[src/rtl/gpio_irq_pkg.sv]
package gpio_irq_pkg;

  // byte offsets seen by software
  localparam logic [7:0] OFF_DOUT = 8'h00;
  localparam logic [7:0] OFF_DIR  = 8'h04;
  localparam logic [7:0] OFF_EN   = 8'h30;
  localparam logic [7:0] OFF_MASK = 8'h34;
  localparam logic [7:0] OFF_TYPE = 8'h38;
  localparam logic [7:0] OFF_POL  = 8'h3C;
  localparam logic [7:0] OFF_MSTS = 8'h40;
  localparam logic [7:0] OFF_RSTS = 8'h44;
  localparam logic [7:0] OFF_FILT = 8'h48;
  localparam logic [7:0] OFF_ACK  = 8'h4C;
  localparam logic [7:0] OFF_PINS = 8'h50;

  typedef struct packed {
    logic wrDout;
    logic wrDir;
    logic wrEn;
    logic wrMask;
    logic wrType;
    logic wrPol;
    logic wrFilt;
    logic wrAck;
  } wrStrobe_t;

  typedef enum logic [3:0] {
    RD_NONE, RD_DOUT, RD_DIR, RD_EN, RD_MASK, RD_TYPE,
    RD_POL, RD_MSTS, RD_RSTS, RD_FILT, RD_PINS
  } rdSel_t;

endpackage

[src/rtl/gpio_irq_ctrl.sv]
module gpio_irq_ctrl
  import gpio_irq_pkg::*;
#(
  parameter int ADDR_W = 8
) (
  input  logic [ADDR_W-1:0] busAddr,
  input  logic              busWe,
  output wrStrobe_t         strobe,
  output rdSel_t            rdSel
);

  localparam int OFF_W = 8;
  logic [OFF_W-1:0] offset;
  logic             inRange;

  generate
    if (ADDR_W > OFF_W) begin : g_wide
      assign offset  = busAddr[OFF_W-1:0];
      assign inRange = (busAddr[ADDR_W-1:OFF_W] == '0);
    end else begin : g_narrow
      assign offset  = OFF_W'(busAddr);
      assign inRange = 1'b1;
    end
  endgenerate

  always_comb begin
    strobe = '0;
    rdSel  = RD_NONE;
    if (inRange) begin
      case (offset)
        OFF_DOUT: begin strobe.wrDout = busWe; rdSel = RD_DOUT; end
        OFF_DIR:  begin strobe.wrDir  = busWe; rdSel = RD_DIR;  end
        OFF_EN:   begin strobe.wrEn   = busWe; rdSel = RD_EN;   end
        OFF_MASK: begin strobe.wrMask = busWe; rdSel = RD_MASK; end
        OFF_TYPE: begin strobe.wrType = busWe; rdSel = RD_TYPE; end
        OFF_POL:  begin strobe.wrPol  = busWe; rdSel = RD_POL;  end
        OFF_MSTS: rdSel = RD_MSTS;
        OFF_RSTS: rdSel = RD_RSTS;
        OFF_FILT: begin strobe.wrFilt = busWe; rdSel = RD_FILT; end
        OFF_ACK:  strobe.wrAck = busWe;
        OFF_PINS: rdSel = RD_PINS;
        default:  rdSel = RD_NONE;
      endcase
    end
  end

endmodule

[src/rtl/gpio_irq_dp.sv]
module gpio_irq_dp
  import gpio_irq_pkg::*;
#(
  parameter int NUM_PINS = 32
) (
  input  logic                clk,
  input  logic                rstN,
  input  wrStrobe_t           strobe,
  input  rdSel_t              rdSel,
  input  logic [NUM_PINS-1:0] wdata,
  input  logic [NUM_PINS-1:0] pinIn,
  output logic [NUM_PINS-1:0] rdata,
  output logic [NUM_PINS-1:0] pinOut,
  output logic [NUM_PINS-1:0] pinOe,
  output logic [NUM_PINS-1:0] pinLvl,
  output logic [NUM_PINS-1:0] edgeLatch,
  output logic                irqOut
);

  logic [NUM_PINS-1:0] doutQ, dirQ, enQ, maskQ, typeQ, polQ, filtQ;
  logic [NUM_PINS-1:0] syncQ1, syncQ2, prevQ;
  logic [NUM_PINS-1:0] latchQ, latchNxt, ackClr, rawSts, mskSts;

  // configuration storage
  always_ff @(posedge clk or negedge rstN) begin
    if (!rstN) begin
      doutQ <= '0; dirQ <= '0; enQ <= '0; maskQ <= '0;
      typeQ <= '0; polQ <= '0; filtQ <= '0;
    end else begin
      if (strobe.wrDout) doutQ <= wdata;
      if (strobe.wrDir)  dirQ  <= wdata;
      if (strobe.wrEn)   enQ   <= wdata;
      if (strobe.wrMask) maskQ <= wdata;
      if (strobe.wrType) typeQ <= wdata;
      if (strobe.wrPol)  polQ  <= wdata;
      if (strobe.wrFilt) filtQ <= wdata;
    end
  end

  // two-stage synchronizer plus previous-level history for edges
  always_ff @(posedge clk or negedge rstN) begin
    if (!rstN) begin
      syncQ1 <= '0; syncQ2 <= '0; prevQ <= '0; latchQ <= '0;
    end else begin
      syncQ1 <= pinIn;
      syncQ2 <= syncQ1;
      prevQ  <= syncQ2;
      latchQ <= latchNxt;
    end
  end

  assign ackClr = strobe.wrAck ? wdata : '0;

  for (genvar i = 0; i < NUM_PINS; i++) begin : g_pin
    logic riseEv, fallEv, edgeHit, lvlAct, armed;
    assign riseEv  = syncQ2[i] & ~prevQ[i];
    assign fallEv  = ~syncQ2[i] & prevQ[i];
    assign armed   = enQ[i] & typeQ[i];
    assign edgeHit = armed & (polQ[i] ? riseEv : fallEv);
    assign lvlAct  = polQ[i] ? syncQ2[i] : ~syncQ2[i];
    // a fresh edge wins over a simultaneous acknowledge
    assign latchNxt[i] = edgeHit | (latchQ[i] & armed & ~ackClr[i]);
    assign rawSts[i]   = enQ[i] & (typeQ[i] ? latchQ[i] : lvlAct);
  end

  assign mskSts    = rawSts & ~maskQ;
  assign irqOut    = |mskSts;
  assign pinOut    = doutQ;
  assign pinOe     = dirQ;
  assign pinLvl    = syncQ2;
  assign edgeLatch = latchQ;

  always_comb begin
    case (rdSel)
      RD_DOUT: rdata = doutQ;
      RD_DIR:  rdata = dirQ;
      RD_EN:   rdata = enQ;
      RD_MASK: rdata = maskQ;
      RD_TYPE: rdata = typeQ;
      RD_POL:  rdata = polQ;
      RD_MSTS: rdata = mskSts;
      RD_RSTS: rdata = rawSts;
      RD_FILT: rdata = filtQ;
      RD_PINS: rdata = syncQ2;
      default: rdata = '0;
    endcase
  end

endmodule

[src/rtl/gpio_irq_bank.sv]
module gpio_irq_bank
  import gpio_irq_pkg::*;
#(
  parameter int NUM_PINS = 32,
  parameter int ADDR_W   = 8
) (
  input  logic                clk,
  input  logic                rstN,
  input  logic [ADDR_W-1:0]   busAddr,
  input  logic                busWe,
  input  logic [NUM_PINS-1:0] busWdata,
  output logic [NUM_PINS-1:0] busRdata,
  input  logic [NUM_PINS-1:0] pinIn,
  output logic [NUM_PINS-1:0] pinOut,
  output logic [NUM_PINS-1:0] pinOe,
  output logic                irqOut
);

  wrStrobe_t           strobe;
  rdSel_t              rdSel;
  logic [NUM_PINS-1:0] pinLvl;
  logic [NUM_PINS-1:0] edgeLatch;

  gpio_irq_ctrl #(.ADDR_W(ADDR_W)) u_ctrl (
    .busAddr (busAddr),
    .busWe   (busWe),
    .strobe  (strobe),
    .rdSel   (rdSel)
  );

  gpio_irq_dp #(.NUM_PINS(NUM_PINS)) u_dp (
    .clk       (clk),
    .rstN      (rstN),
    .strobe    (strobe),
    .rdSel     (rdSel),
    .wdata     (busWdata),
    .pinIn     (pinIn),
    .rdata     (busRdata),
    .pinOut    (pinOut),
    .pinOe     (pinOe),
    .pinLvl    (pinLvl),
    .edgeLatch (edgeLatch),
    .irqOut    (irqOut)
  );

endmodule

[config.mk]
export PLATFORM = sky130hd
export DESIGN_NAME = gpio_irq_bank
export DESIGN_NICKNAME = d
export VERILOG_FILES = /design/src/rtl/gpio_irq_pkg.sv /design/src/rtl/gpio_irq_ctrl.sv /design/src/rtl/gpio_irq_dp.sv /design/src/rtl/gpio_irq_bank.sv
export SDC_FILE = /design/constraint.sdc
export NUM_CORES = 1
export LEC_CHECK = 0
export CORE_ASPECT_RATIO = 1.4
export CORE_MARGIN = 2
export CORE_UTILIZATION = 45
export DETAILED_ROUTE_END_ITERATION = 16
export PLACE_DENSITY = 0.65
export SYNTH_ARGS = -nofsm -noshare
export SYNTH_HDL_FRONTEND = slang
export SYNTH_HIERARCHICAL = 1
export SYNTH_SLANG_ARGS = --single-unit
export TNS_END_PERCENT = 5
[constraint.sdc]
create_clock -name clk -period 4.73 [get_ports clk]
set_input_delay 0.946 -clock clk [delete_from_list [all_inputs] [get_ports clk]]
set_output_delay 0.946 -clock clk [all_outputs]
set_load 0.005 [all_outputs]
Word-level counts from Yosys, hierarchy flattened. Index checks and enable logic that the tools add are counted.

Bitwise operators: 354. Reduce and logical (&&, ||, !) cells: 2. Equality and inequality tests: 20. Multiplexer cells: 107.

Operators by type and width (count): 32-bit one-hot mux with 10 select lines (1); 1-bit bitwise AND (224); 1-bit two-way mux (104); 1-bit NOT (96); 8-bit by 7-bit equality test with 1-bit output (second input constant) (5); 4-bit one-hot mux with 10 select lines (1); 32-bit bitwise AND (1); 8-bit by 6-bit equality test with 1-bit output (second input constant) (4); 32-bit two-way mux (1); 32-bit NOT (1); 1-bit bitwise OR (32); 32-bit OR reduction (1); 4-bit by 3-bit equality test with 1-bit output (second input constant) (4); 4-bit equality test (second input constant) (3); 4-bit by 2-bit equality test with 1-bit output (second input constant) (2); 8-bit by 3-bit equality test with 1-bit output (second input constant) (1); 8-bit zero test (1); 4-bit by 1-bit equality test with 1-bit output (second input constant) (1).

Input bits: 75. Register bits: 352.

Logic depth before layout (Yosys ltp). Gate-level depths: netlist (run 1).

Depth after elaboration: 6. Depth in mapped cells: 12.

By module. The synthesis (run 1) kept the hierarchy.

Modules (own cells, without submodules): gpio_irq_dp (area each 15806.4 um^2, times used 1, cells each 1332); gpio_irq_ctrl (area each 290.3 um^2, times used 1, cells each 39).

Worst setup path after synthesis (run 1). No wires, ideal clock.

Path type: in2out. Start: input port busAddr[4]. End: output port busRdata[6]. Data arrival time: 3.159 ns. Data required time: 3.784 ns. Path slack: 0.625 ns. Cell stages on the path: 9. Cells stage by stage: buf_4 or4b_4 mux2_4 nor3_2 buf_2 and2b_1 a22o_1 a222oi_1 nand4_1.

Word-level cells in the longest chain between the ends: 4.

Ends and longest elaborated chain: start, declared (line gpio_irq_bank.sv:9) `input logic [ADDR_W-1:0] busAddr,`; 8-bit by 7-bit equality test with 1-bit output (tied with other cells) (line gpio_irq_ctrl.sv:30) `case (offset)`; 4-bit one-hot mux with 10 select lines (*) (line gpio_irq_ctrl.sv:30); via rdSel[2] (line gpio_irq_bank.sv:20) `rdSel_t rdSel;`; 4-bit equality test (tied with other cells) (line gpio_irq_dp.sv:74) `case (rdSel)`; 32-bit one-hot mux with 10 select lines (*) (line gpio_irq_dp.sv:74); end, declared (line gpio_irq_bank.sv:12) `output logic [NUM_PINS-1:0] busRdata,`.

The timed path passes the listed nets; every way through them passes the cells marked *.

Worst setup path in the final report (run 1).
Start: input port busAddr[0]. End: output port busRdata[19].

Same word-level chain as after synthesis.

==> reports/qor.csv, run 1 <==
metric,value,unit
outcome,finished clean,
yosys warns,6,
Gate power share,7.3,%
Vert. Die Dim,228,um
buffers added on ports,171,
CTS Buffer Depth,3,
synth unique cells,60,
Critical Path Max Stage Delay,0.45,ns
Hold Fails Final Rpt,0,
WP data required,3.78,ns
Levels on crit path,13,
max-cap viol count,0,
end point of the critical path,busRdata[19],
"most common cell after layout, fill and taps aside",dfrtp_1,
Final #Nets,1702,
first-pass GRT wire length,77.3,mm
placed cell count,2037,
clock root buffer,clkbuf_16,
drt pass-1 iters,9,
internal power,5060,uW
Worst Skew,0.0213,ns
CP endpoint kind,output pin,
maximum VDD drop,295,uV
critical-path cell list,"clkdlybuf4s50_1, or3_4, nor4b_4, buf_4, buf_8, buf_12, nor4b_4, buf_4, buf_4, a222oi_1, buf_4, nand3_1, clkdlybuf4s15_2",
placed inst area,0.0191,mm^2
NetSw,1570,uW
Sw Share,23.7,%
RSZ-0062 raised after global routing,true,
largest fanout on the critical path,10,
Via density,6.08,
"EDFF count, synth",0,
HP Class,reg -> reg,
R2R cell count,3,
Sequential Power Share,49.8,%
drt total wl,50.7,mm
Synth Cell Area,0.0161,mm^2
"CP delay by family, top",buffers and inverters,
core area,0.0355,mm^2
critical path's slowest cell,or3_4,
# DRC,0,
Async SR Flop Fraction,100,%
Post-Layout Inst Area,0.0205,mm^2
Pleak,0.00902,uW
layout cell share with drive strength beyond 1,27.5,%
Area contributors post-synth,"dfrtp_1, mux2_2, nand2_1",
htree depth,2,
Synth area leader,dfrtp_1,
# IOs,172,
Reg2Reg Launch Point,u_dp/pinLvl[18],
Worst-Margin Slew,0.840,ns
crit path DAT,3.75,ns
Main synth FF type,dfrtp_1,
CTS Sinks,352,
r2r setup slk,3.65,ns
pin count of the biggest net entering global routing,116,
area growth from synthesis to layout,27.3,%
CP bufs+invs,8,
DR iter-0 viols,1275,
Skew-Pair Late Insertion Delay,0.54,ns
# setup viols final,0,
Post-Layout Cell Count,2115,
row count,82,
TritonCTS clock tree,yes,
Synthesized Nets,1446,
clock slew at reported path FFs,0.05,ns
syn_area_per_cell,11.7,um^2
Worst slew margin,43.2,%
cells after synthesis,1371,
Pins Over Slew Limit,0,
fmax,213,MHz
GRT Util Overall,27.2,%
sequential fraction of the synthesis area,54.7,%
vias in the first global route,12900,
Critical Path Start,busAddr[0],
via count,12900,
"most used cell, CP",buf_4,
RePlAce Congestion,0.891,
Final HPWL DP,34.3,mm
die area,0.0373,mm^2
FF-to-FF End,u_dp/edgeLatch[18],
critical path class,in -> out,
Power Density,323,mW/mm^2
clock share of power,42.9,%
ANT nets after route,0,
Starting Density,45.3,%
total gr overflow,0,
Die W,164,um
CP Launch Type,input pin,
"Hold-fix buffers, CTS",0,
Seq cells post-synth,352,
top cell type's share of synthesized area,54.7,%
"commonest cells after routing, fill and taps aside","dfrtp_1, mux2_2, nand2_1",
post-route minimum period,4.69,ns
CTS Buf Count,37,
Util after Layout,57.7,%
per-cell routed wire length,24.0,um
initial antenna violation count,1,
FILL cells,3003,
Final Cycle Share,99.2,%
-- metrics by stage --
step,hold WS (ns),setup TNS (ns),power (uW),setup WS (ns)
after global routing,0.354,-0.437,6860,-0.0680
final,0.346,0,6630,0.0379
after CTS,0.348,-0.000145,6680,-0.000145
after floorplan,0.331,0,3500,0.625
after detailed placement,0.335,-15.72,3830,-0.630
after global placement,0.333,-14.25,3810,-0.563
-- worst min path at each step --
stage / from / end / slack, ns / cells past startpoint
after global routing: u_dp/syncQ1[21] / u_dp/pinLvl[21] / 0.35 / 0
final: u_dp/syncQ1[1] / u_dp/pinLvl[1] / 0.35 / 0
after detailed placement: u_dp/syncQ1[3] / u_dp/pinLvl[3] / 0.33 / 0
after CTS: u_dp/syncQ1[8] / u_dp/pinLvl[8] / 0.35 / 0
after floorplan: u_dp/syncQ1[0] / u_dp/pinLvl[0] / 0.33 / 0
after global placement: u_dp/syncQ1[30] / u_dp/pinLvl[30] / 0.33 / 0
-- timing repair --
item	4_1_cts	5_1_grt
resized for setup	86	23
setup endpoints to repair	32	32
pin swaps	34	21
setup buffers	13	0
-- registers in the layout, summed over array words and instances, names as in the netlist --
register        flops
u_dp/prevQ         32
u_dp/pinOe         32
u_dp/typeQ         32
u_dp/pinLvl        32
u_dp/filtQ         32
u_dp/polQ          32
u_dp/pinOut        32
u_dp/maskQ         32
u_dp/enQ           32
u_dp/syncQ1        32
u_dp/edgeLatch     32
-- cell usage after synthesis, types with 2 or more instances --
| cell type | count |
|---|---|
| dfrtp_1 | 352 |
| mux2_2 | 230 |
| nand2_1 | 138 |
| nor2_1 | 111 |
| o21ai_0 | 69 |
| a22oi_1 | 52 |
| a221oi_1 | 45 |
| nand3_1 | 40 |
| xor2_1 | 33 |
| nand4_1 | 29 |
| nor4b_1 | 29 |
| clkbuf_1 | 25 |
| buf_2 | 24 |
| buf_1 | 21 |
| nand4b_1 | 20 |
| a222oi_1 | 19 |
| a22o_1 | 18 |
| nor3_1 | 16 |
| nor2b_1 | 11 |
| mux2i_1 | 9 |
| nand2b_1 | 8 |
| a21oi_1 | 7 |
| nor4_1 | 5 |
| inv_1 | 4 |
| nand3b_1 | 4 |
| nor3_2 | 4 |
| nor3b_1 | 4 |
| o32ai_1 | 3 |
| a311oi_1 | 2 |
| a32oi_1 | 2 |
| and2_1 | 2 |
| buf_4 | 2 |
| nor4_2 | 2 |
| nor4b_2 | 2 |
| o2111ai_1 | 2 |
| o221ai_1 | 2 |
| or4b_1 | 2 |
-- layout make-up --
cell class | instances | area [um^2] | share of cell area, %
Antenna cell | 1 | 2.50 | 0.0122
Clock buffer | 52 | 1080 | 5.29
Clock inverter | 12 | 101 | 0.494
Inverter | 4 | 15.0 | 0.0732
Multi-Input combinational cell | 942 | 7130 | 34.8
Sequential cell | 352 | 8810 | 43.0
Tap cell | 462 | 578 | 2.82
Timing Repair Buffer | 290 | 2780 | 13.6
-- routing by layer --
| metal | part of all wire, % | track usage (%) | routed length (um) | vias up |
|---|---|---|---|---|
| li1 | - | - | - | 5634 |
| met1 | 39 | 35.1 | 19900 | 6544 |
| met2 | 50 | 45.4 | 25100 | 560 |
| met3 | 6.8 | 3.95 | 3430 | 131 |
| met4 | 4.5 | 11.8 | 2260 | 0 |
| met5 | 0 | 0 | 0 | - |
-- power groups by stage --
stage	Sequential, uW	Combinational [uW]	Clock (uW)
3_3_place_gp	3340	469	0
6_report	3300	482	2840
4_1_cts	3290	485	2900
5_1_grt	3320	526	3020
3_5_place_dp	3350	480	0
2_1_floorplan	3300	196	0
-- cells by family after synthesis --
logic type,share of synthesized area [%]
flip-flops,54.7
XOR/XNOR,1.85
multiplexers,16.7
AND/OR/NAND/NOR,14.1
buffers and inverters,2.08
AO/OA/AOI/OAI,10.5
(Power assumes the default switching activity.)
==> run 2: changes to the inputs <==
CAP_MARGIN = 20   (was not set)
==> reports/qor.csv, run 2 (same netlist as run 1, synthesis figures left out) <==
metric,value,unit
sequential cell area,0.00881,mm^2
drt pass-1 iters,7,
clock slew at reported path FFs,0.06,ns
Worst slew margin,41.7,%
wl on met1,19.7,mm
WP data required,3.78,ns
ANT nets after route,0,
# IOs,172,
Met3 Wirelength,3.48,mm
# setup viols final,1,
Final Cycle Share,103,%
Hold Fails Final Rpt,0,
buffers added on ports,171,
metal2 WL,24.6,mm
Final Worst Setup Slack,-0.134,ns
critical-path cell list,"clkdlybuf4s50_1, or3_4, nor4b_4, buf_4, buf_8, and4bb_1, buf_12, buf_4, a222oi_1, nand4_1, clkdlybuf4s50_1",
"commonest cells after routing, fill and taps aside","dfrtp_1, mux2_2, nand2_1",
Vert. Die Dim,228,um
per-cell routed wire length,24.1,um
TritonCTS clock tree,yes,
CP Launch Type,input pin,
critical path's slowest cell,clkdlybuf4s50_1,
CTS Sinks,352,
Pleak,0.00909,uW
Critical Path Max Stage Delay,0.47,ns
pin count of the biggest net entering global routing,116,
Worst Skew,0.0102,ns
Skew-Pair Late Insertion Delay,0.54,ns
r2r setup slk,3.65,ns
Via density,6.10,
die area,0.0373,mm^2
CTS Buf Count,37,
htree depth,2,
uppermost layer routed,met4,
Place WS,-0.636,ns
violated checks,negative setup slack,
crit path DAT,3.92,ns
total gr overflow,0,
Power Density,330,mW/mm^2
FILL cells,3009,
DR iter-0 viols,1290,
CTS Buffer Depth,3,
outcome,"complete, but fails checks",
critical path class,in -> out,
via count,12900,
largest fanout on the critical path,9,
Pins Over Slew Limit,0,
Die W,164,um
WHS Endpoint,u_dp/pinLvl[7],
"Hold-fix buffers, CTS",0,
Starting Density,45.3,%
fmax,206,MHz
area growth from synthesis to layout,27.7,%
Final HPWL DP,34.4,mm
Reg2Reg Launch Point,u_dp/pinLvl[0],
drt total wl,50.8,mm
Util after Layout,57.9,%
vias in the first global route,12900,
RSZ-0062 raised after global routing,true,
GRT Util Overall,27.3,%
setup_tns,-0.134,ns
# DRC,0,
initial antenna violation count,1,
WHS,0.346,ns
RePlAce Congestion,0.891,
placed cell count,2038,
Post-Layout Cell Count,2112,
post-route minimum period,4.86,ns
first-pass GRT wire length,77.2,mm
hold wc startpoint,u_dp/syncQ1[7],
Worst-Margin Slew,0.863,ns
Final #Nets,1695,
core area,0.0355,mm^2
CP endpoint kind,output pin,
layout cell share with drive strength beyond 1,27.3,%
"most common cell after layout, fill and taps aside",dfrtp_1,
maximum VDD drop,258,uV
R2R cell count,3,
HP Class,reg -> reg,
FF-to-FF End,u_dp/edgeLatch[0],
row count,82,
clock root buffer,clkbuf_16,
max-cap viol count,0,
footprint of the multi-input gates,0.00714,mm^2
Hold Path Cell Cnt,0,
==> run 2: changes by cell type in the layout (fill, tap and decap cells not counted), sizes merged, moves of 2 or more <==
cell,delta
bufinv,+2
dlymetal6s2s,+4
clkdlybuf4s15,-2
buf,-8
==> run 2: how the worst max path moves through the flow <==
stage,from,end,slack (ns),cells after the start
after floorplan,busAddr[4],busRdata[6],0.63,9
after global placement,busAddr[5],busRdata[28],-0.56,12
after detailed placement,busAddr[5],busRdata[28],-0.64,12
after CTS,busAddr[7],busRdata[1],-0.23,13
after global routing,busAddr[1],busRdata[13],-0.25,11
final,busAddr[1],busRdata[13],-0.13,11
==> run 2: final cells by class <==
cell class | instances | area share (%)
Tap cell | 462 | 2.81
Inverter | 4 | 0.0731
Sequential cell | 352 | 42.9
Multi-Input combinational cell | 942 | 34.8
Clock inverter | 16 | 0.846
Clock buffer | 52 | 5.28
Timing Repair Buffer | 283 | 13.3
Antenna cell | 1 | 0.0122
==> run 2: critical path, delay by kind of cell <==
kind	cells	cell delay (ns)
simple gates	4	1.09
compound gates	1	0.33
buf+inv	6	1.54
==> run 2: through the flow <==
step           power, uW  cell area (um^2)
2_1_floorplan       3500             16100
3_3_place_gp        3810             19100
3_5_place_dp        3830             19100
4_1_cts             6830             20500
5_1_grt             7000             20500
6_report            6770             20500
==> run 2: power by group <==
part | switching, uW | leakage (uW) | internal (uW) | total, uW
registers | 154 | 0.00465 | 3140 | 3300
logic | 227 | 0.00382 | 254 | 481
clock network | 1220 | 0.000615 | 1780 | 2990
total | 1600 | 0.00909 | 5170 | 6770
==> run 2: what timing repair did <==
item / 4_1_cts / 5_1_grt
buffers inserted: 4 / 0
cloned: 1 / 0
gates resized for setup: 72 / 32
endpoints found under the setup margin: 32 / 32
pin swaps: 25 / 10
==> run 2: layer usage <==
metal / vias up / GRT usage, %
met5: - / 0
met3: 160 / 4.07
li1: 5611 / -
met4: 0 / 15.1
met2: 586 / 43.9
met1: 6519 / 35.2
